===== config.mk =====
export PLATFORM = sky130hd
export DESIGN_NAME = smemStrobeEngine
export DESIGN_NICKNAME = d
export VERILOG_FILES = /design/src/rtl/smemPkg.sv /design/src/rtl/smemCtrl.sv /design/src/rtl/smemData.sv /design/src/rtl/smemStrobeEngine.sv
export SDC_FILE = /design/constraint.sdc
export NUM_CORES = 1
export LEC_CHECK = 0
export BUFFER_PORTS_ARGS = -buffer_cell sky130_fd_sc_hd__buf_4
export CORE_MARGIN = 2
export CORE_UTILIZATION = 30
export DETAILED_ROUTE_END_ITERATION = 10
export GPL_TIMING_DRIVEN = 0
export PLACE_DENSITY_LB_ADDON = 0.12
export SYNTH_ARGS = -nofsm -noshare
export SYNTH_HDL_FRONTEND = slang
export SYNTH_SLANG_ARGS = --single-unit

===== constraint.sdc =====
create_clock -name clk -period 4.15 [get_ports clk]
set_input_delay 0.2075 -clock clk [delete_from_list [all_inputs] [get_ports clk]]
set_output_delay 0.2075 -clock clk [all_outputs]
set_load 0.02 [all_outputs]

===== src/rtl/smemPkg.sv =====
package smemPkg;
  typedef enum logic {S_IDLE, S_ACC} accState_e;

  typedef struct packed {
    logic load;
    logic active;
    logic csOn;
    logic rdOn;
    logic weOn;
    logic capture;
    logic driveOn;
    logic byteWrite;
  } strobeBus_t;
endpackage


===== src/rtl/smemCtrl.sv =====
module smemCtrl
  import smemPkg::*;
#(
  parameter int TW = 8,
  parameter int FW = 4
) (
  input  logic          clk,
  input  logic          rstN,
  input  logic          reqValid,
  input  logic          reqWrite,
  output logic          reqReady,
  output logic          doneValid,
  input  logic [TW-1:0] csRdSetup,
  input  logic [TW-1:0] rdSetup,
  input  logic [TW-1:0] csWrSetup,
  input  logic [TW-1:0] wrSetup,
  input  logic [TW-1:0] csRdPulse,
  input  logic [TW-1:0] rdPulse,
  input  logic [TW-1:0] csWrPulse,
  input  logic [TW-1:0] wrPulse,
  input  logic [TW-1:0] rdCycle,
  input  logic [TW-1:0] wrCycle,
  input  logic [TW-1:0] csRdRecover,
  input  logic [TW-1:0] rdRecover,
  input  logic [TW-1:0] csWrRecover,
  input  logic [TW-1:0] wrRecover,
  input  logic          rdSampleMode,
  input  logic          wrDriveMode,
  input  logic          laneMode,
  input  logic [1:0]    waitMode,
  input  logic [FW-1:0] floatCycles,
  input  logic          floatOpt,
  input  logic          memWait,
  output strobeBus_t    strb
);
  localparam int CW  = TW + 2;
  localparam int FCW = FW + 1;

  function automatic logic [CW-1:0] span3(input logic [TW-1:0] a, b, c);
    return CW'(a) + CW'(b) + CW'(c);
  endfunction

  function automatic logic inWin(input logic [CW-1:0] c, input logic [TW-1:0] s, p);
    return (c >= CW'(s)) && (c < CW'(s) + CW'(p));
  endfunction

  accState_e      state;
  logic [CW-1:0]  cnt, effCyc, cntInc;
  logic [TW-1:0]  csSet, csPul, dSet, dPul;
  logic           isWrite, sampleOnData, driveOnData, byteWr, fOpt, driveSeen;
  logic [1:0]     wMode;
  logic [FW-1:0]  fCyc;
  logic [FCW-1:0] floatCnt;

  logic [CW-1:0]  csSpan, dSpan, cycIn, nextCyc;
  logic           accept, csNow, dNow, csLast, dLast, stall, advance, lastCyc;
  logic           captureNow, driveNow;

  always_comb begin
    csSpan  = reqWrite ? span3(csWrSetup, csWrPulse, csWrRecover)
                       : span3(csRdSetup, csRdPulse, csRdRecover);
    dSpan   = reqWrite ? span3(wrSetup, wrPulse, wrRecover)
                       : span3(rdSetup, rdPulse, rdRecover);
    cycIn   = CW'(reqWrite ? wrCycle : rdCycle);
    nextCyc = CW'(1);
    if (cycIn  > nextCyc) nextCyc = cycIn;
    if (csSpan > nextCyc) nextCyc = csSpan;
    if (dSpan  > nextCyc) nextCyc = dSpan;
  end

  assign reqReady = (state == S_IDLE) && ((floatCnt == '0) || (fOpt && !reqWrite));
  assign accept   = reqValid && reqReady;

  assign cntInc  = cnt + CW'(1);
  assign csNow   = (state == S_ACC) && inWin(cnt, csSet, csPul);
  assign dNow    = (state == S_ACC) && inWin(cnt, dSet, dPul);
  assign csLast  = csNow && (cntInc == CW'(csSet) + CW'(csPul));
  assign dLast   = dNow && (cntInc == CW'(dSet) + CW'(dPul));
  assign lastCyc = (cntInc == effCyc);

  always_comb begin
    unique case (wMode)
      2'd2:    stall = memWait;
      2'd3:    stall = memWait && dLast;
      default: stall = 1'b0;
    endcase
  end

  assign advance    = (state == S_ACC) && !stall;
  assign captureNow = !isWrite && advance && (sampleOnData ? dLast : csLast);
  assign driveNow   = isWrite && (state == S_ACC) &&
                      (driveSeen || (driveOnData ? dNow : csNow));

  always_ff @(posedge clk or negedge rstN) begin
    if (!rstN) begin
      state        <= S_IDLE;
      cnt          <= '0;
      effCyc       <= CW'(1);
      csSet        <= '0;
      csPul        <= '0;
      dSet         <= '0;
      dPul         <= '0;
      isWrite      <= 1'b0;
      sampleOnData <= 1'b0;
      driveOnData  <= 1'b0;
      byteWr       <= 1'b0;
      wMode        <= 2'd0;
      fCyc         <= '0;
      fOpt         <= 1'b0;
      floatCnt     <= '0;
      driveSeen    <= 1'b0;
      doneValid    <= 1'b0;
    end else begin
      doneValid <= 1'b0;
      if (floatCnt != '0) floatCnt <= floatCnt - FCW'(1);
      if (driveNow) driveSeen <= 1'b1;
      if (state == S_IDLE) begin
        if (accept) begin
          state        <= S_ACC;
          cnt          <= '0;
          effCyc       <= nextCyc;
          isWrite      <= reqWrite;
          csSet        <= reqWrite ? csWrSetup : csRdSetup;
          csPul        <= reqWrite ? csWrPulse : csRdPulse;
          dSet         <= reqWrite ? wrSetup   : rdSetup;
          dPul         <= reqWrite ? wrPulse   : rdPulse;
          sampleOnData <= rdSampleMode;
          driveOnData  <= wrDriveMode;
          byteWr       <= laneMode;
          wMode        <= waitMode;
          fCyc         <= floatCycles;
          fOpt         <= floatOpt;
          driveSeen    <= 1'b0;
        end
      end else if (advance) begin
        if (lastCyc) begin
          state     <= S_IDLE;
          doneValid <= 1'b1;
          if (!isWrite) floatCnt <= FCW'(fCyc) + FCW'(1);
        end else begin
          cnt <= cntInc;
        end
      end
    end
  end

  always_comb begin
    strb           = '0;
    strb.load      = accept;
    strb.active    = (state == S_ACC);
    strb.csOn      = csNow;
    strb.rdOn      = dNow && !isWrite;
    strb.weOn      = dNow && isWrite;
    strb.capture   = captureNow;
    strb.driveOn   = driveNow;
    strb.byteWrite = byteWr;
  end

  a_r3_single_done: assert property (@(posedge clk) disable iff (!rstN)
    doneValid |=> !doneValid);

  a_r3_count_bound: assert property (@(posedge clk) disable iff (!rstN)
    (state == S_ACC) |-> (cnt < effCyc));

  a_r8_frozen_hold: assert property (@(posedge clk) disable iff (!rstN)
    (state == S_ACC && wMode == 2'd2 && memWait) |=> ($stable(cnt) && state == S_ACC));

  a_r11_float_blocks: assert property (@(posedge clk) disable iff (!rstN)
    (doneValid && !isWrite && !fOpt) |-> !reqReady);
endmodule


===== src/rtl/smemData.sv =====
module smemData
  import smemPkg::*;
#(
  parameter int ADDR_W = 24,
  parameter int NB     = 4
) (
  input  logic              clk,
  input  logic              rstN,
  input  strobeBus_t        strb,
  input  logic [ADDR_W-1:0] reqAddr,
  input  logic [8*NB-1:0]   reqWdata,
  input  logic [NB-1:0]     reqBe,
  input  logic [8*NB-1:0]   memDin,
  output logic [ADDR_W-1:0] memAddr,
  output logic              memCsN,
  output logic              memRdN,
  output logic [NB-1:0]     memWeN,
  output logic [NB-1:0]     memBsN,
  output logic [8*NB-1:0]   memDout,
  output logic              memDoe,
  output logic [8*NB-1:0]   rdData
);
  logic [ADDR_W-1:0] addrQ;
  logic [8*NB-1:0]   wdataQ, rdQ;
  logic [NB-1:0]     beQ;

  always_ff @(posedge clk or negedge rstN) begin
    if (!rstN) begin
      addrQ  <= '0;
      wdataQ <= '0;
      beQ    <= '0;
      rdQ    <= '0;
    end else begin
      if (strb.load) begin
        addrQ  <= reqAddr;
        wdataQ <= reqWdata;
        beQ    <= reqBe;
      end
      if (strb.capture) rdQ <= memDin;
    end
  end

  for (genvar i = 0; i < NB; i++) begin : g_lane
    assign memWeN[i] = strb.byteWrite ? !(strb.weOn && beQ[i]) : !strb.weOn;
    assign memBsN[i] = !(strb.active && !strb.byteWrite && beQ[i]);
  end

  assign memAddr = addrQ;
  assign memCsN  = !strb.csOn;
  assign memRdN  = !strb.rdOn;
  assign memDout = wdataQ;
  assign memDoe  = strb.driveOn;
  assign rdData  = rdQ;

  a_r2_rd_we_exclusive: assert property (@(posedge clk) disable iff (!rstN)
    !memRdN |-> (&memWeN));

  a_r6_doe_not_on_read: assert property (@(posedge clk) disable iff (!rstN)
    memDoe |-> memRdN);

  a_r13_addr_held: assert property (@(posedge clk) disable iff (!rstN)
    (!memCsN && $past(!memCsN)) |-> $stable(memAddr));
endmodule


===== src/rtl/smemStrobeEngine.sv =====
module smemStrobeEngine
  import smemPkg::*;
#(
  parameter int ADDR_W    = 24,
  parameter int BUS_BYTES = 4,
  parameter int TW        = 8,
  parameter int FW        = 4
) (
  input  logic                   clk,
  input  logic                   rstN,
  input  logic                   reqValid,
  input  logic                   reqWrite,
  input  logic [ADDR_W-1:0]      reqAddr,
  input  logic [8*BUS_BYTES-1:0] reqWdata,
  input  logic [BUS_BYTES-1:0]   reqBe,
  output logic                   reqReady,
  output logic                   doneValid,
  output logic [8*BUS_BYTES-1:0] rdData,
  input  logic [TW-1:0]          csRdSetup,
  input  logic [TW-1:0]          rdSetup,
  input  logic [TW-1:0]          csWrSetup,
  input  logic [TW-1:0]          wrSetup,
  input  logic [TW-1:0]          csRdPulse,
  input  logic [TW-1:0]          rdPulse,
  input  logic [TW-1:0]          csWrPulse,
  input  logic [TW-1:0]          wrPulse,
  input  logic [TW-1:0]          rdCycle,
  input  logic [TW-1:0]          wrCycle,
  input  logic [TW-1:0]          csRdRecover,
  input  logic [TW-1:0]          rdRecover,
  input  logic [TW-1:0]          csWrRecover,
  input  logic [TW-1:0]          wrRecover,
  input  logic                   rdSampleMode,
  input  logic                   wrDriveMode,
  input  logic                   laneMode,
  input  logic [1:0]             waitMode,
  input  logic [FW-1:0]          floatCycles,
  input  logic                   floatOpt,
  input  logic                   memWait,
  input  logic [8*BUS_BYTES-1:0] memDin,
  output logic [ADDR_W-1:0]      memAddr,
  output logic                   memCsN,
  output logic                   memRdN,
  output logic [BUS_BYTES-1:0]   memWeN,
  output logic [BUS_BYTES-1:0]   memBsN,
  output logic [8*BUS_BYTES-1:0] memDout,
  output logic                   memDoe
);
  strobeBus_t strb;

  smemCtrl #(.TW(TW), .FW(FW)) uCtrl (
    .clk(clk), .rstN(rstN), .reqValid(reqValid), .reqWrite(reqWrite),
    .reqReady(reqReady), .doneValid(doneValid),
    .csRdSetup(csRdSetup), .rdSetup(rdSetup), .csWrSetup(csWrSetup), .wrSetup(wrSetup),
    .csRdPulse(csRdPulse), .rdPulse(rdPulse), .csWrPulse(csWrPulse), .wrPulse(wrPulse),
    .rdCycle(rdCycle), .wrCycle(wrCycle),
    .csRdRecover(csRdRecover), .rdRecover(rdRecover),
    .csWrRecover(csWrRecover), .wrRecover(wrRecover),
    .rdSampleMode(rdSampleMode), .wrDriveMode(wrDriveMode), .laneMode(laneMode),
    .waitMode(waitMode), .floatCycles(floatCycles), .floatOpt(floatOpt),
    .memWait(memWait), .strb(strb)
  );

  smemData #(.ADDR_W(ADDR_W), .NB(BUS_BYTES)) uData (
    .clk(clk), .rstN(rstN), .strb(strb), .reqAddr(reqAddr), .reqWdata(reqWdata),
    .reqBe(reqBe), .memDin(memDin), .memAddr(memAddr), .memCsN(memCsN),
    .memRdN(memRdN), .memWeN(memWeN), .memBsN(memBsN), .memDout(memDout),
    .memDoe(memDoe), .rdData(rdData)
  );
endmodule


# After elaboration in Yosys (flattened, before gate mapping)
# Cells that the tools add are included.
# classes
n_addsub	13
magnitude_cmp	7
eq_ne	7
muxes	36
n_bitwise	1
n_reduce_logical	48
# op_table
op	count
10-bit two-way mux	9
8-bit by 8-bit adder with 9-bit output	6
10-bit by 8-bit adder with 10-bit output	4
8-bit two-way mux	5
10-bit == test	3
1-bit logical AND	26
5-bit two-way mux	5
10-bit by 8-bit >= comparator with 1-bit output	2
10-bit > comparator	2
10-bit less-than comparator	2
1-bit two-way mux	16
1-bit logical NOT	15
10-bit by 1-bit adder with 10-bit output (second input constant)	1
10-bit by 1-bit > comparator with 1-bit output (second input constant)	1
4-bit by 1-bit adder with 5-bit output (second input constant)	1
5-bit logical NOT	1
5-bit nonzero test	1
5-bit by 1-bit subtractor with 5-bit output (second input constant)	1
2-bit == test (second input constant)	2
2-bit inequality test (second input constant)	2
3-bit AND reduction	1
1-bit logical OR	2
1-bit case mux with 2 select lines	1
2-bit AND reduction	1
other kinds (2)	2
# word_totals
reg_bits	163
input_bits	219
out_inout_bits	101
elab_cells	133

# Longest topological paths before layout
# Gate-level depths: netlist (run 1).
# depth
depth_word	11
depth_mapped	32
ltp_nobuf	31

# Modules after synthesis
# A second synthesis (run 1) with hierarchy kept.
# unflattened
cells_unflattened	1125
hier_area_um2	11887.7
# modules_own_cells
mod	instances	cells_each	area_each_um2	seq_area_each_um2
smemCtrl	1	917	8080.2	1778.0
smemData	1	208	3807.4	2302.2

# Worst setup path after synthesis (run 1)
# Ideal clock, no wire load.
# synth_timing
path_kind	in2reg
startpoint	input port csRdSetup[0]
endpoint	register uCtrl.effCyc[5]
setup_ps	120
arrival_ps	5290
t_required_ps	4030
setup_slack_ps	-1260
path_stages	31
path_buffers	1
cell_sequence	ha_1 > inv_1 > fa_1 > inv_1 > ha_1 > a211oi_1 > nor2_1 > o21a_1 > nor2_1 > xnor2_1 > mux2i_1 > inv_1 > ha_1 > o21a_1 > o211ai_1 > a21oi_1 > a211o_1 > o21ai_1 > and3_1 > buf_2 > mux2i_1 > ha_1 > nor2b_1 > o21a_1 > o21ai_0 > a21oi_1 > o2111ai_1 > a21o_1 > nor2_1 > a22o_1 > a31o_2
# synth_via
elab_chain_len	7
# synth_rtl
item	line	text
start: declaration	smemStrobeEngine.sv:19	input logic [TW-1:0] csRdSetup,
8-bit by 8-bit adder with 9-bit output (*)	smemCtrl.sv:40	return CW'(a) + CW'(b) + CW'(c);
10-bit by 8-bit adder with 10-bit output (*)	smemCtrl.sv:40	
10-bit two-way mux (*)	smemCtrl.sv:60	csSpan = reqWrite ? span3(csWrSetup, csWrPulse, csWrRecover)
10-bit > comparator	smemCtrl.sv:67	if (csSpan > nextCyc) nextCyc = csSpan;
10-bit two-way mux (*)	smemCtrl.sv:67	
10-bit > comparator	smemCtrl.sv:68	if (dSpan > nextCyc) nextCyc = dSpan;
10-bit two-way mux (*)	smemCtrl.sv:68	
end signal: assignment	smemCtrl.sv:121	effCyc <= nextCyc;
end: declaration	smemCtrl.sv:48	logic [CW-1:0] cnt, effCyc, cntInc;
# Every way passes the cells marked *; elsewhere a longest branch is shown, timed or not.
# A chain may end at the register's enable or synchronous reset.

# Worst setup path after layout (run 1)
# Ends and elaborated chain as after synthesis.

==> results of run 1 <==
-- cell type report --
type	instances	share of cell area
clock inverter	13	0.006315
clock buffer	19	0.02484
sequential	163	0.2288
buffer	40	0.009824
inverter	68	0.01431
timing repair buffer	463	0.2183
multi-input combinational	1052	0.4607
tap	525	0.03684
-- repair_timing --
action / 4_1_cts / 5_1_grt
setup buffers: 25 / 16
resized for setup: 53 / 53
endpoints found under the setup margin: 46 / 57
cloned: 3 / 0
hold buffers: 102 / 0
pin swaps: 40 / 56
hold endpoints to repair: 152 / 0
-- layer usage --
layer	up-vias	part of all wire	global-route usage
li1	5593	-	-
met1	5311	0.46	0.2431
met2	226	0.49	0.3253
met3	39	0.033	0.02455
met4	0	0.019	0.05113
met5	-	0	0
-- worst min-delay path: cells and delay by family --
family                 cells  cell delay, ns
and+or+nand+nor            1            0.05
buffers and inverters      1            0.08
AOI/OAI and AO/OA          1            0.08
-- sequential cells by signal, summed over array words and instances (netlist names) --
name and cells:
uCtrl.byteWr 1, uCtrl.cnt 10, uCtrl.csPul 8, uCtrl.csSet 8, uCtrl.dPul 8, uCtrl.dSet 8, uCtrl.doneValid 1, uCtrl.driveOnData 1
uCtrl.driveSeen 1, uCtrl.effCyc 10, uCtrl.fCyc 4, uCtrl.fOpt 1, uCtrl.floatCnt 5, uCtrl.isWrite 1, uCtrl.sampleOnData 1, uCtrl.state 1
uCtrl.wMode 2, uData.beQ 4, uData.memAddr 24, uData.memDout 32, uData.rdData 32
-- how the worst min path moves through the flow --
stage	from	to	slack, ns	cells after the start
floorplan	rstN	uCtrl.byteWr	-0.09	0
global placement	reqAddr[6]	uData.memAddr[6]	0.40	3
detailed placement	rstN	uData.rdData[2]	0.15	1
CTS	laneMode	uCtrl.byteWr	0.005	3
global route	laneMode	uCtrl.byteWr	0.07	3
finish	laneMode	uCtrl.byteWr	0.01	3
-- stage by stage --
stage / hold WS (ns) / cells / worst slack, ns / instance area [um2] / util
after floorplan: -0.08809 / 1326 / -0.9956 / 12350 / -
after global placement: 0.3975 / 2170 / -2.029 / 15400 / 0.3859
after detailed placement: 0.1473 / 2171 / -2.031 / 15440 / 0.3868
after CTS: 0.005053 / 2332 / -1.076 / 17550 / 0.4397
after global routing: 0.06697 / 2343 / -1.280 / 17830 / 0.4467
final: 0.01477 / 2343 / -1.066 / 17830 / 0.4467
-- power groups by stage --
stage / logic (mW) / registers, mW / clock network, mW
floorplan: 3.88 / 3.22 / 0
global placement: 6.21 / 2.90 / 0
detailed placement: 6.29 / 2.92 / 0
CTS: 6.77 / 2.90 / 1.58
global route: 7.74 / 3.00 / 1.65
finish: 6.99 / 2.89 / 1.53
-- logic make-up after synthesis --
kind of cell / Yosys count / share of synthesized area
AOI/OAI and AO/OA: 281 / 0.1497
xor gates and xnor gates: 97 / 0.07567
adders and majority gates: 147 / 0.1571
buffers and inverters: 111 / 0.03686
DFF: 163 / 0.3348
muxes: 92 / 0.08891
and+or+nand+nor: 435 / 0.1570
-- Yosys cell counts, types with 7 or more instances --
| master | instances | area, um2 |
|---|---|---|
| ha_1 | 137 | 1714 |
| nor4_1 | 7 | 43.79 |
| mux2_4 | 30 | 450.4 |
| o21ai_0 | 79 | 395.4 |
| dfrtp_1 | 162 | 4054 |
| a21oi_1 | 71 | 355.3 |
| xor2_1 | 33 | 289.0 |
| nand3_1 | 15 | 75.07 |
| inv_1 | 66 | 247.7 |
| a31oi_1 | 9 | 56.30 |
| nor2_1 | 41 | 153.9 |
| fa_1 | 10 | 200.2 |
| or3_1 | 8 | 50.05 |
| nor3_1 | 12 | 60.06 |
| mux2_2 | 9 | 101.4 |
| nor2b_1 | 11 | 68.82 |
| nand2_1 | 282 | 1059 |
| o21a_1 | 15 | 112.6 |
| clkbuf_1 | 32 | 120.1 |
| mux2i_1 | 52 | 520.5 |
| xnor2_1 | 56 | 490.5 |
| a211oi_1 | 12 | 90.09 |
| nand2b_1 | 15 | 93.84 |
| o211ai_1 | 11 | 82.58 |
| nand4_1 | 14 | 87.58 |
| a21o_1 | 20 | 150.1 |
| o21bai_1 | 14 | 105.1 |
==> run summary, run 1 <==
The final-layout fill cell count is 3889, and the count of final setup violators is 42. The synthesized netlist contains 80 unique library cells. The via count of the routed design was 11170. For this run, design rule violations remaining after detail routing come to 0. The wire-length estimate of the detail-placed layout is 31540 um.

The number of antenna diodes in the final layout is 0. The growth of design area from synthesis to finish is 46.31%. The tools report the endpoint of the worst-slack reg-to-reg timing path as uData.rdData[24].

The relative slew slack is 0.3919. The mapped netlist covers 12190 um2. The floorplan has 73 rows. The most frequently used flop master after synthesis is dfrtp_1.

After detailed routing, the average wire length per cell comes to 17.14 um. Setup repair after global routing could not meet its margin everywhere. The kind of start point of the critical path was an input port.

The synthesized design contains 163 register bits. Broken down by cell family, the worst path's largest delay share belongs to compound AO/OA/AOI/OAI gates. Startpoint of the lowest-slack register-to-register path: uCtrl.csPul[0].

The depth of the worst register-to-register path was 17. The run finished, with violations left. Clock tree synthesis inserted a total of 17 buffers.

The tools report the final-report max-slew violation count as 0. In this run the standard cell core region covers 39910 um2. The tools report the part of the Yosys area used for sequential elements as 0.3348.

Synthesis produced 1326 cells. Final period demand of the worst path: 5.216 ns. Initial antenna violation count: 0. The fraction of final layout cells sized beyond drive strength 1 came out at 0.3014.

The switching part of the total power was 0.4395; the global route total overflow was 0. The part of the cycle the worst path needs was 1.257. The net count of the finished layout was 2171; the number of gates on the worst path with buffers counted was 28.

The number of vias per cell after detailed routing was 4.767. Of all nets on the critical path, the largest fanout is 6. Following the worst setup path forward leads to its endpoint at uCtrl.effCyc[5]. The count of buffers from port buffering is 319. TritonCTS built the clock tree.

The tools report the number of ports placed on the die boundary as 320. The combined global-route utilization of all metal layers came out at 0.1872. The run gives 0.253 as the sequential power share. The peak per-stage delay on the critical path is 0.37 ns. CTS built an H-tree with a depth of 4. The number of hold violations in the final report is 0.

In this run the power density over the cells is 640.0 nW/um2. The clock passes through at most 2 buffers. The setup check on the worst reg-to-reg path leaves a slack of -0.23 ns. The number of detailed-routing iterations run before antenna repair is 4. Share of synthesized registers carrying an async set or reset: 1.000. The run gives 6.396 mW as the internal power consumption. The analysis attributes to net switching a power of 5.016 mW. Between clock sinks in the finished design, the worst skew comes to 0.01330 ns. The tree is rooted in a clkbuf_16.

The tools report the startpoint of the most critical setup path as csRdSetup[0]. Static timing analysis puts the maximum clock frequency at 191.7 MHz. The logs give 0 for the max-cap check violation count and 0.8209 for the placer congestion estimate. Counting both buffers and inverters, the worst setup path holds a total of 3.

The relative contribution of the clock network to total power is 0.134, and the effective utilization at floorplan is 0.3053. Once detail routing completed, the nets flagged for antenna violations numbered 0. For the total wirelength of the detailed-routed design, the log shows 40170 um. For the pin with the worst max-slew slack, the measured transition is 0.9121 ns. The vertical extent of the die works out to 205.6 um. The cell at the slowest stage of the critical path is ha_1. The library cells used most frequently in the layout, excluding fill and tap cells, are buf_4, nand2_1, dfrtp_1, ha_1, dlygate4sd3_1.

The tools report the worst setup margin as -1.066 ns. CTS saw 163 sinks. The multi-input combinational cell area is 8215 um2.

The most frequent standard cell in the layout excluding fill and tap cells was buf_4. In the final timing run, aggregate negative setup slack is -16.66 ns. Synthesis produced a netlist with a net count of 1692. The Yosys step of the flow raised 0 warnings. VDD sags by at most 0.3268 mV.

The count of flip-flops with a built-in enable after synthesis is 0, and the critical path data required time is 4.48 ns. After clock tree synthesis, the clock-pin slew on the worst setup and hold paths is 0.07 ns. The critical path class is input port to flop. The arrival time at the worst endpoint was 5.55 ns. The worst hold path belongs to the class input port to flop. The design draws 11.41 mW. The via count of the first global-routing pass was 11490. Area taken by flip-flops and latches: 4080 um2.

The first global-routing pass estimated 61550 um of wire. The checks that failed: setup timing. The starting DRC count in detailed routing is 463. In this run the mean area of a mapped cell was 9.191 um2. Entering global routing, the biggest net connects 112 pins.

The floorplan step defined a die boundary enclosing 42250 um2. The power share of the combinational group was 0.612; the standby leakage power was 8.620 nW. The floorplan step set the die width to 205.6 um. STA classifies the critical path endpoint as a flop.

The later pin in the worst-skew pair is clocked with a latency of 0.44 ns.
Note: power is estimated with default switching activity, not from simulation.
==> run 2, diff against run 1 <==
--- a/config.mk
+++ b/config.mk
@@ -11,6 +11,8 @@
 export DETAILED_ROUTE_END_ITERATION = 10
 export GPL_TIMING_DRIVEN = 0
 export PLACE_DENSITY_LB_ADDON = 0.12
+export REMOVE_ABC_BUFFERS = 1
+export SETUP_SLACK_MARGIN = 0.3
 export SYNTH_ARGS = -nofsm -noshare
 export SYNTH_HDL_FRONTEND = slang
 export SYNTH_SLANG_ARGS = --single-unit
==> run summary, run 2 (same netlist as run 1, synthesis figures left out) <==
The run finished, with violations left. The checks that failed: setup timing. The tools report the endpoint with the worst hold slack as uCtrl.dPul[7]. The number of ports placed on the die boundary came out at 320 (unchanged). For the count of standard-cell rows, the log shows 73 (unchanged). The max-cap check violation count is 0 (unchanged), and the part of the cycle the worst path needs is 1.274 (+0.01758). The tools report the count of final setup violators as 42 (unchanged).

The clock-pin slew on the worst setup and hold paths was 0.08 ns (about the same). For the critical path data required time, the log shows 4.46 ns (-0.02 ns). The via count of the first global-routing pass is 11030 (-4.0%).

The worst-case clock buffer depth is 2 (unchanged), and the fraction of final layout cells sized beyond drive strength 1 is 0.3174 (+0.01599). The tree is rooted in a clkbuf_16. The critical path is of the input port to flop type.

The number of diodes added for antenna fixing came out at 0 (unchanged). The final period demand of the worst path came out at 5.289 ns (+0.07297 ns). The highest fanout seen on the critical path works out to 5 (-1).

The number of sinks driven by the clock tree is 163 (unchanged), and the final routed DRC violation total is 0 (unchanged). Via count of the routed design: 11070 (-0.85%). The count of buffers from port buffering is 319 (unchanged).

The logs give -0.18 ns (+0.05 ns) for the reg2reg setup slack and 4 (unchanged) for the count of H-tree levels built during CTS. Vertical extent of the die: 205.6 um (unchanged). The path type of the worst min-delay path is input port to flop. The depth of the worst register-to-register path was 18 (+1). The run gives 0.3063 mV (-6.3%) as the maximum VDD drop. Setup repair after global routing could not meet its margin everywhere.

The beginning of the worst hold path was wrPulse[7]. The logs give 0.1819 (-0.005338) for the combined global-route utilization of all metal layers and 29520 um (-6.4%) for the half-perimeter wire length after placement. The width of the chip was 205.6 um (unchanged). Leaving out fill and tap cells, the most frequent cell in the layout is buf_4. The power per standard cell area works out to 649.1 nW/um2 (+1.4%). The initial antenna violation count is 0 (unchanged). The cell count of the worst hold path was 3 (unchanged); the growth of design area from synthesis to finish was 47.42%. For the placer congestion estimate, the log shows 0.7954 (-3.1%). The cell at the slowest stage of the critical path was fa_2. Average detailed-routed wire length per instance: 16.76 um (-2.2%). The effective utilization at floorplan is 0.3053 (unchanged). The measured slew at the worst slew-check pin works out to 1.071 ns (+0.1587 ns).

The standby leakage power was 8.729 nW (+1.3%); the relative slew slack was 0.2853 (-0.1066). For the final-layout fill cell count, the log shows 3908 (+0.49%). The first-pass GRT wire length is 59970 um (-2.6%). The run gives 11.66 mW (+2.2%) as the post-route total power. The run gives 0.44 ns (about the same) as the later-pin clock latency in the skew report.

The worst setup path is launched from an input port. In this run the critical register-to-register path is captured at uData.rdData[23]. The peak per-stage delay on the critical path works out to 0.54 ns (+0.17 ns). The tools report the starting DRC count in detailed routing as 377 (-19%). The run gives 5.60 ns (+0.05 ns) as the arrival time at the worst endpoint. The startpoint identified for the worst register-to-register timing path is uCtrl.csPul[0]. The number of vias per cell after detailed routing was 4.759 (-0.17%).

For the TritonCTS buffer count, the log shows 17 (unchanged). The remaining antenna violation count after routing was 0 (unchanged). The critical path buffer and inverter count was 5 (+2).

The run gives 0.08328 ns (+0.06852 ns) as the hold slack. In this design, the largest share of critical-path delay is due to compound AO/OA/AOI/OAI gates. TritonCTS built the clock tree. The area enclosed by the die boundary came out at 42250 um2 (unchanged).

The run gives 39000 um (-2.9%) as the total wirelength of the detailed-routed design. The logs give 0 (unchanged) for the final-report max-slew violation count and 0.01156 ns (-0.001740 ns) for the final worst clock skew. Number of detailed-routing iterations run before antenna repair: 5 (+1). The endpoint class of the critical path was a flop. Placeable core region: 39910 um2 (unchanged). The cell occurring most often along the worst timing path was ha_1. The run gives 189.1 MHz (-1.4%) as the top achievable clock speed. The net count of the finished layout is 2155 (-0.74%).

For the number of hold violations in the final report, the log shows 0 (unchanged). The tools report the global route total overflow as 0 (unchanged). The tools report the maximum number of pins on one net before global-route repair as 113 (+0.89%).

The worst setup margin is -1.139 ns (-0.07297 ns). In the layout the commonest cells are buf_4, nand2_1, dfrtp_1, ha_1, dlygate4sd3_1.
-- run 2: cell types whose count changed in the layout (fill, tap and decap cells not counted), moves of 4 or more --
cell      change
o21ai_0       -5
o21ai_2       +4
buf_1         -4
clkbuf_1     -33
inv_1         +4
buf_4         +8
inv_2         -4
buf_6         +9
-- run 2: per-stage QoR --
step                area, um2  instances  TNS [ns]  worst slack, ns    util
CTS                     17650       2313    -15.74           -1.116  0.4421
global placement        15040       2127   -341.27           -3.532  0.3769
finish                  17970       2327    -15.64           -1.139  0.4501
floorplan               11990       1283    -70.10           -1.800       -
detailed placement      15180       2133    -61.02           -2.688  0.3804
global route            17970       2327    -24.33           -1.357  0.4501
-- run 2: layout make-up --
type | instances | area (um2) | area share
tap | 525 | 656.9 | 0.03656
sequential | 163 | 4081 | 0.2272
clock buffer | 17 | 425.4 | 0.02368
multi-input combinational | 1052 | 8202 | 0.4565
inverter | 68 | 255.2 | 0.01421
clock inverter | 15 | 153.9 | 0.008566
timing repair buffer | 487 | 4192 | 0.2333
-- run 2: how the worst max path moves through the flow --
stage | start | endpoint | cells past startpoint
2_1_floorplan | uCtrl.csSet[0] | uData.rdData[29] | 14
3_3_place_gp | reqWrite | uCtrl.cnt[7] | 7
3_5_place_dp | csWrSetup[1] | uCtrl.effCyc[5] | 31
4_1_cts | csWrSetup[1] | uCtrl.effCyc[2] | 32
5_1_grt | csWrSetup[1] | uCtrl.effCyc[4] | 32
6_report | csWrPulse[0] | uCtrl.effCyc[2] | 30
-- run 2: power by group --
group	internal [mW]	leakage, nW	switching, mW
registers	2.31	2.01	0.589
clock network	0.806	0.284	0.794
logic	3.44	6.44	3.73
total	6.55	8.73	5.11
-- run 2: repair_timing --
item                                    4_1_cts  5_1_grt
resized for setup                           106       48
gates cloned                                  2        0
endpoints found under the setup margin       62       61
pin swaps                                    57       34
hold buffers                                103        0
hold endpoints to repair                    153        0
setup buffers                                43       14
-- run 2: worst min-delay path: cells and delay by family --
family / cells / cell delay (ns)
AO/OA/AOI/OAI: 1 / 0.13
buffers and inverters: 1 / 0.08
multiplexers: 1 / 0.06
-- run 2: metal layers --
| layer | vias to the layer above | global-route usage | routed length, um |
|---|---|---|---|
| met2 | 193 | 0.3141 | 19540 |
| met4 | 0 | 0.03905 | 584 |
| li1 | 5558 | - | - |
| met3 | 27 | 0.03168 | 1367 |
| met1 | 5296 | 0.2370 | 17510 |
| met5 | - | 0 | 0 |
==> run 3, diff against run 2 <==
--- a/config.mk
+++ b/config.mk
@@ -11,6 +11,7 @@
 export DETAILED_ROUTE_END_ITERATION = 10
 export GPL_TIMING_DRIVEN = 0
 export PLACE_DENSITY_LB_ADDON = 0.12
+export RECOVER_POWER = 50
 export REMOVE_ABC_BUFFERS = 1
 export SETUP_SLACK_MARGIN = 0.3
 export SYNTH_ARGS = -nofsm -noshare
==> run summary, run 3 (same netlist as run 1, synthesis figures left out) <==
The run finished, with violations left. The checks that failed: capacitance limit, slew limit, setup timing. The run gives 0.01235 ns (+0.0007839 ns) as the final worst clock skew. The final period demand of the worst path is 5.292 ns (+0.003880 ns).

Final routed DRC violation total: 0 (unchanged). TritonCTS built the clock tree. The standby leakage power is 8.380 nW (-4.0%).

The critical path is of the input port to flop type. The reported net switching power was 5.111 mW (about the same). In this run the worst hold path is classified as input port to flop. The internal power consumption came out at 6.231 mW (-4.8%). The number of sinks driven by the clock tree is 163 (unchanged). Among all stages on the critical path, the largest delay is contributed by fa_2. The maximum VDD drop came out at 0.3040 mV (-0.75%). Setup repair after global routing could not meet its margin everywhere. The number of diodes added for antenna fixing came out at 0 (unchanged).

Leaving out fill and tap cells, the most frequent cells in the layout are nand2_1, buf_4, dfrtp_1, ha_1, dlygate4sd3_1. The count of standard-cell rows came out at 73 (unchanged). The global route total overflow is 0 (unchanged).

For the count of H-tree levels built during CTS, the log shows 4 (unchanged). STA classifies the critical path endpoint as a flop. The run gives 188.9 MHz (about the same) as the top achievable clock speed. In this design, the critical path's most frequently occurring cell is ha_1. The tools report the maximum number of pins on one net before global-route repair as 113 (unchanged). The library cell used most frequently in the layout, excluding fill and tap cells, is nand2_1. The via count of the first global-routing pass was 11030 (unchanged); the total wirelength of the detailed-routed design was 39120 um (+0.31%). The number of detailed-routing iterations run before antenna repair is 5 (unchanged), and the power per standard cell area is 644.3 nW/um2 (-0.74%). The busiest layer in global routing is met2.

The peak per-stage delay on the critical path was 0.54 ns (about the same); the number of vias per cell after detailed routing was 4.755 (about the same). The via count of the routed design came out at 11070 (-0.072%). The highest fanout seen on the critical path is 5 (unchanged), and the hold slack is 0.08822 ns (+0.004935 ns). The clock-pin slew on the worst setup and hold paths was 0.07 ns (about the same); the half-perimeter wire length after placement was 29520 um (unchanged). The run gives 0 (unchanged) as the remaining antenna violation count after routing. The tools report the number of hold violations in the final report as 0 (unchanged). The starting DRC count in detailed routing is 455 (+21%), and the initial antenna violation count is 0 (unchanged). The count of final setup violators was 42 (unchanged). For the relative contribution of the clock network to total power, the log shows 0.141 (+0.004).

The tools report the kind of start point of the critical path as an input port. First-pass GRT wire length: 59970 um (unchanged). The run gives -0.9583 (-1.244) as the relative slew slack.

The worst-case clock buffer depth came out at 2 (unchanged). The met1 track demand over resource is 0.2370 (unchanged), and the growth of design area from synthesis to finish is 44.46%. Critical path data required time: 4.46 ns (about the same). The tools report the root buffer cell as clkbuf_16. The final-report max-slew violation count was 53 (+53); the met2 demand-to-capacity share in global routing was 0.3141 (unchanged). The logs give 0.1819 (unchanged) for the combined global-route utilization of all metal layers and 320 (unchanged) for the number of ports placed on the die boundary. The power share of the combinational group is 0.605 (-0.010), and the width of the chip is 205.6 um (unchanged). The switching part of the total power is 0.4507 (+0.01215).

The logs give 0.03168 (unchanged) for the global-route met3 utilization and 42250 um2 (unchanged) for the area enclosed by the die boundary. The average detailed-routed wire length per instance is 16.81 um (+0.31%). The total negative slack for setup checks came out at -15.78 ns (-0.1408 ns). The run gives 0.44 ns (about the same) as the later-pin clock latency in the skew report.

The fraction of final layout cells sized beyond drive strength 1 is 0.2675 (-0.04994), and the arrival time at the worst endpoint is 5.60 ns (about the same). For the net count of the finished layout, the log shows 2155 (unchanged). The part of the cycle the worst path needs works out to 1.275 (about the same). Measured slew at the worst slew-check pin: 2.938 ns (+1.867 ns).

Vertical extent of the die: 205.6 um (unchanged). The placer congestion estimate was 0.7954 (unchanged). The effective utilization at floorplan came out at 0.3053 (unchanged). Placeable core region: 39910 um2 (unchanged). The count of buffers from port buffering is 319 (unchanged), and the worst setup margin is -1.142 ns (-0.003880 ns).

For the sequential power share, the log shows 0.254 (+0.006). TritonCTS buffer count: 17 (unchanged). The max-cap check violation count is 1 (+1).
[run 3: cell count changes in the layout (fill, tap and decap cells not counted)]
| cell | change |
|---|---|
| clkbuf_1 | +90 |
| buf_4 | -89 |
| buf_16 | -1 |
| buf_6 | +1 |
| buf_8 | -1 |
[run 3: worst paths after layout]
path / start / endpoint / slack [ns] / cells past startpoint
setup reg to reg: uCtrl.csPul[0] / uData.rdData[17] / -0.18 / 18
max in group asynchronous: rstN / uCtrl.dSet[0] / 0.57 / 3
hold reg to reg: uData.memAddr[8] / uData.memAddr[8] / 0.47 / 2
hold / removal: rdPulse[4] / uCtrl.dPul[4] / 0.09 / 3
min in group asynchronous: rstN / uData.rdData[17] / 1.27 / 2
setup / recovery: csWrPulse[0] / uCtrl.effCyc[2] / -1.14 / 30
[run 3: final cells by class]
type                       instances  area, um2
clock buffer                      17      425.4
clock inverter                    15      153.9
fill                            4001      22310
inverter                          68      255.2
multi-input combinational       1052       8202
sequential                       163       4081
tap                              525      656.9
timing repair buffer             487       3830
[run 3: stage by stage]
stage               instances  power, mW  worst slack, ns    util  instance area, um2
finish                   2327      11.34           -1.142  0.4411               17600
global route             2327      12.32           -1.357  0.4411               17600
CTS                      2313      11.42           -1.116  0.4421               17650
detailed placement       2133      9.047           -2.688  0.3804               15180
global placement         2127      8.967           -3.532  0.3769               15040
floorplan                1283      6.946           -1.800       -               11990
[run 3: repair_timing]
action | in CTS | in global routing
hold endpoints to repair | 153 | 0
hold buffers | 103 | 0
setup endpoints to repair | 62 | 61
resized for setup | 106 | 48
gates cloned | 2 | 0
pin swaps | 57 | 34
buffers inserted | 43 | 14
[run 3: power by group through the flow]
stage	Sequential, mW	Combinational, mW	Clock, mW
after floorplan	3.23	3.71	0
after global placement	2.90	6.07	0
after CTS	2.89	6.87	1.65
after detailed placement	2.91	6.13	0
final	2.89	6.86	1.60
after global routing	2.99	7.61	1.72
[run 3: layer usage]
layer / wire length, um / part of all wire
met5: 0 / 0
met4: 554 / 0.014
met3: 1406 / 0.036
met2: 19550 / 0.50
met1: 17610 / 0.45
[run 3: critical path: cells and delay by family]
kind / cells / cell delay, ns
AOI/OAI and AO/OA: 12 / 1.82
adders and majority gates: 5 / 1.68
buffers and inverters: 5 / 0.45
muxes: 1 / 0.17
and+or+nand+nor: 6 / 1.07
xor gates and xnor gates: 1 / 0.22
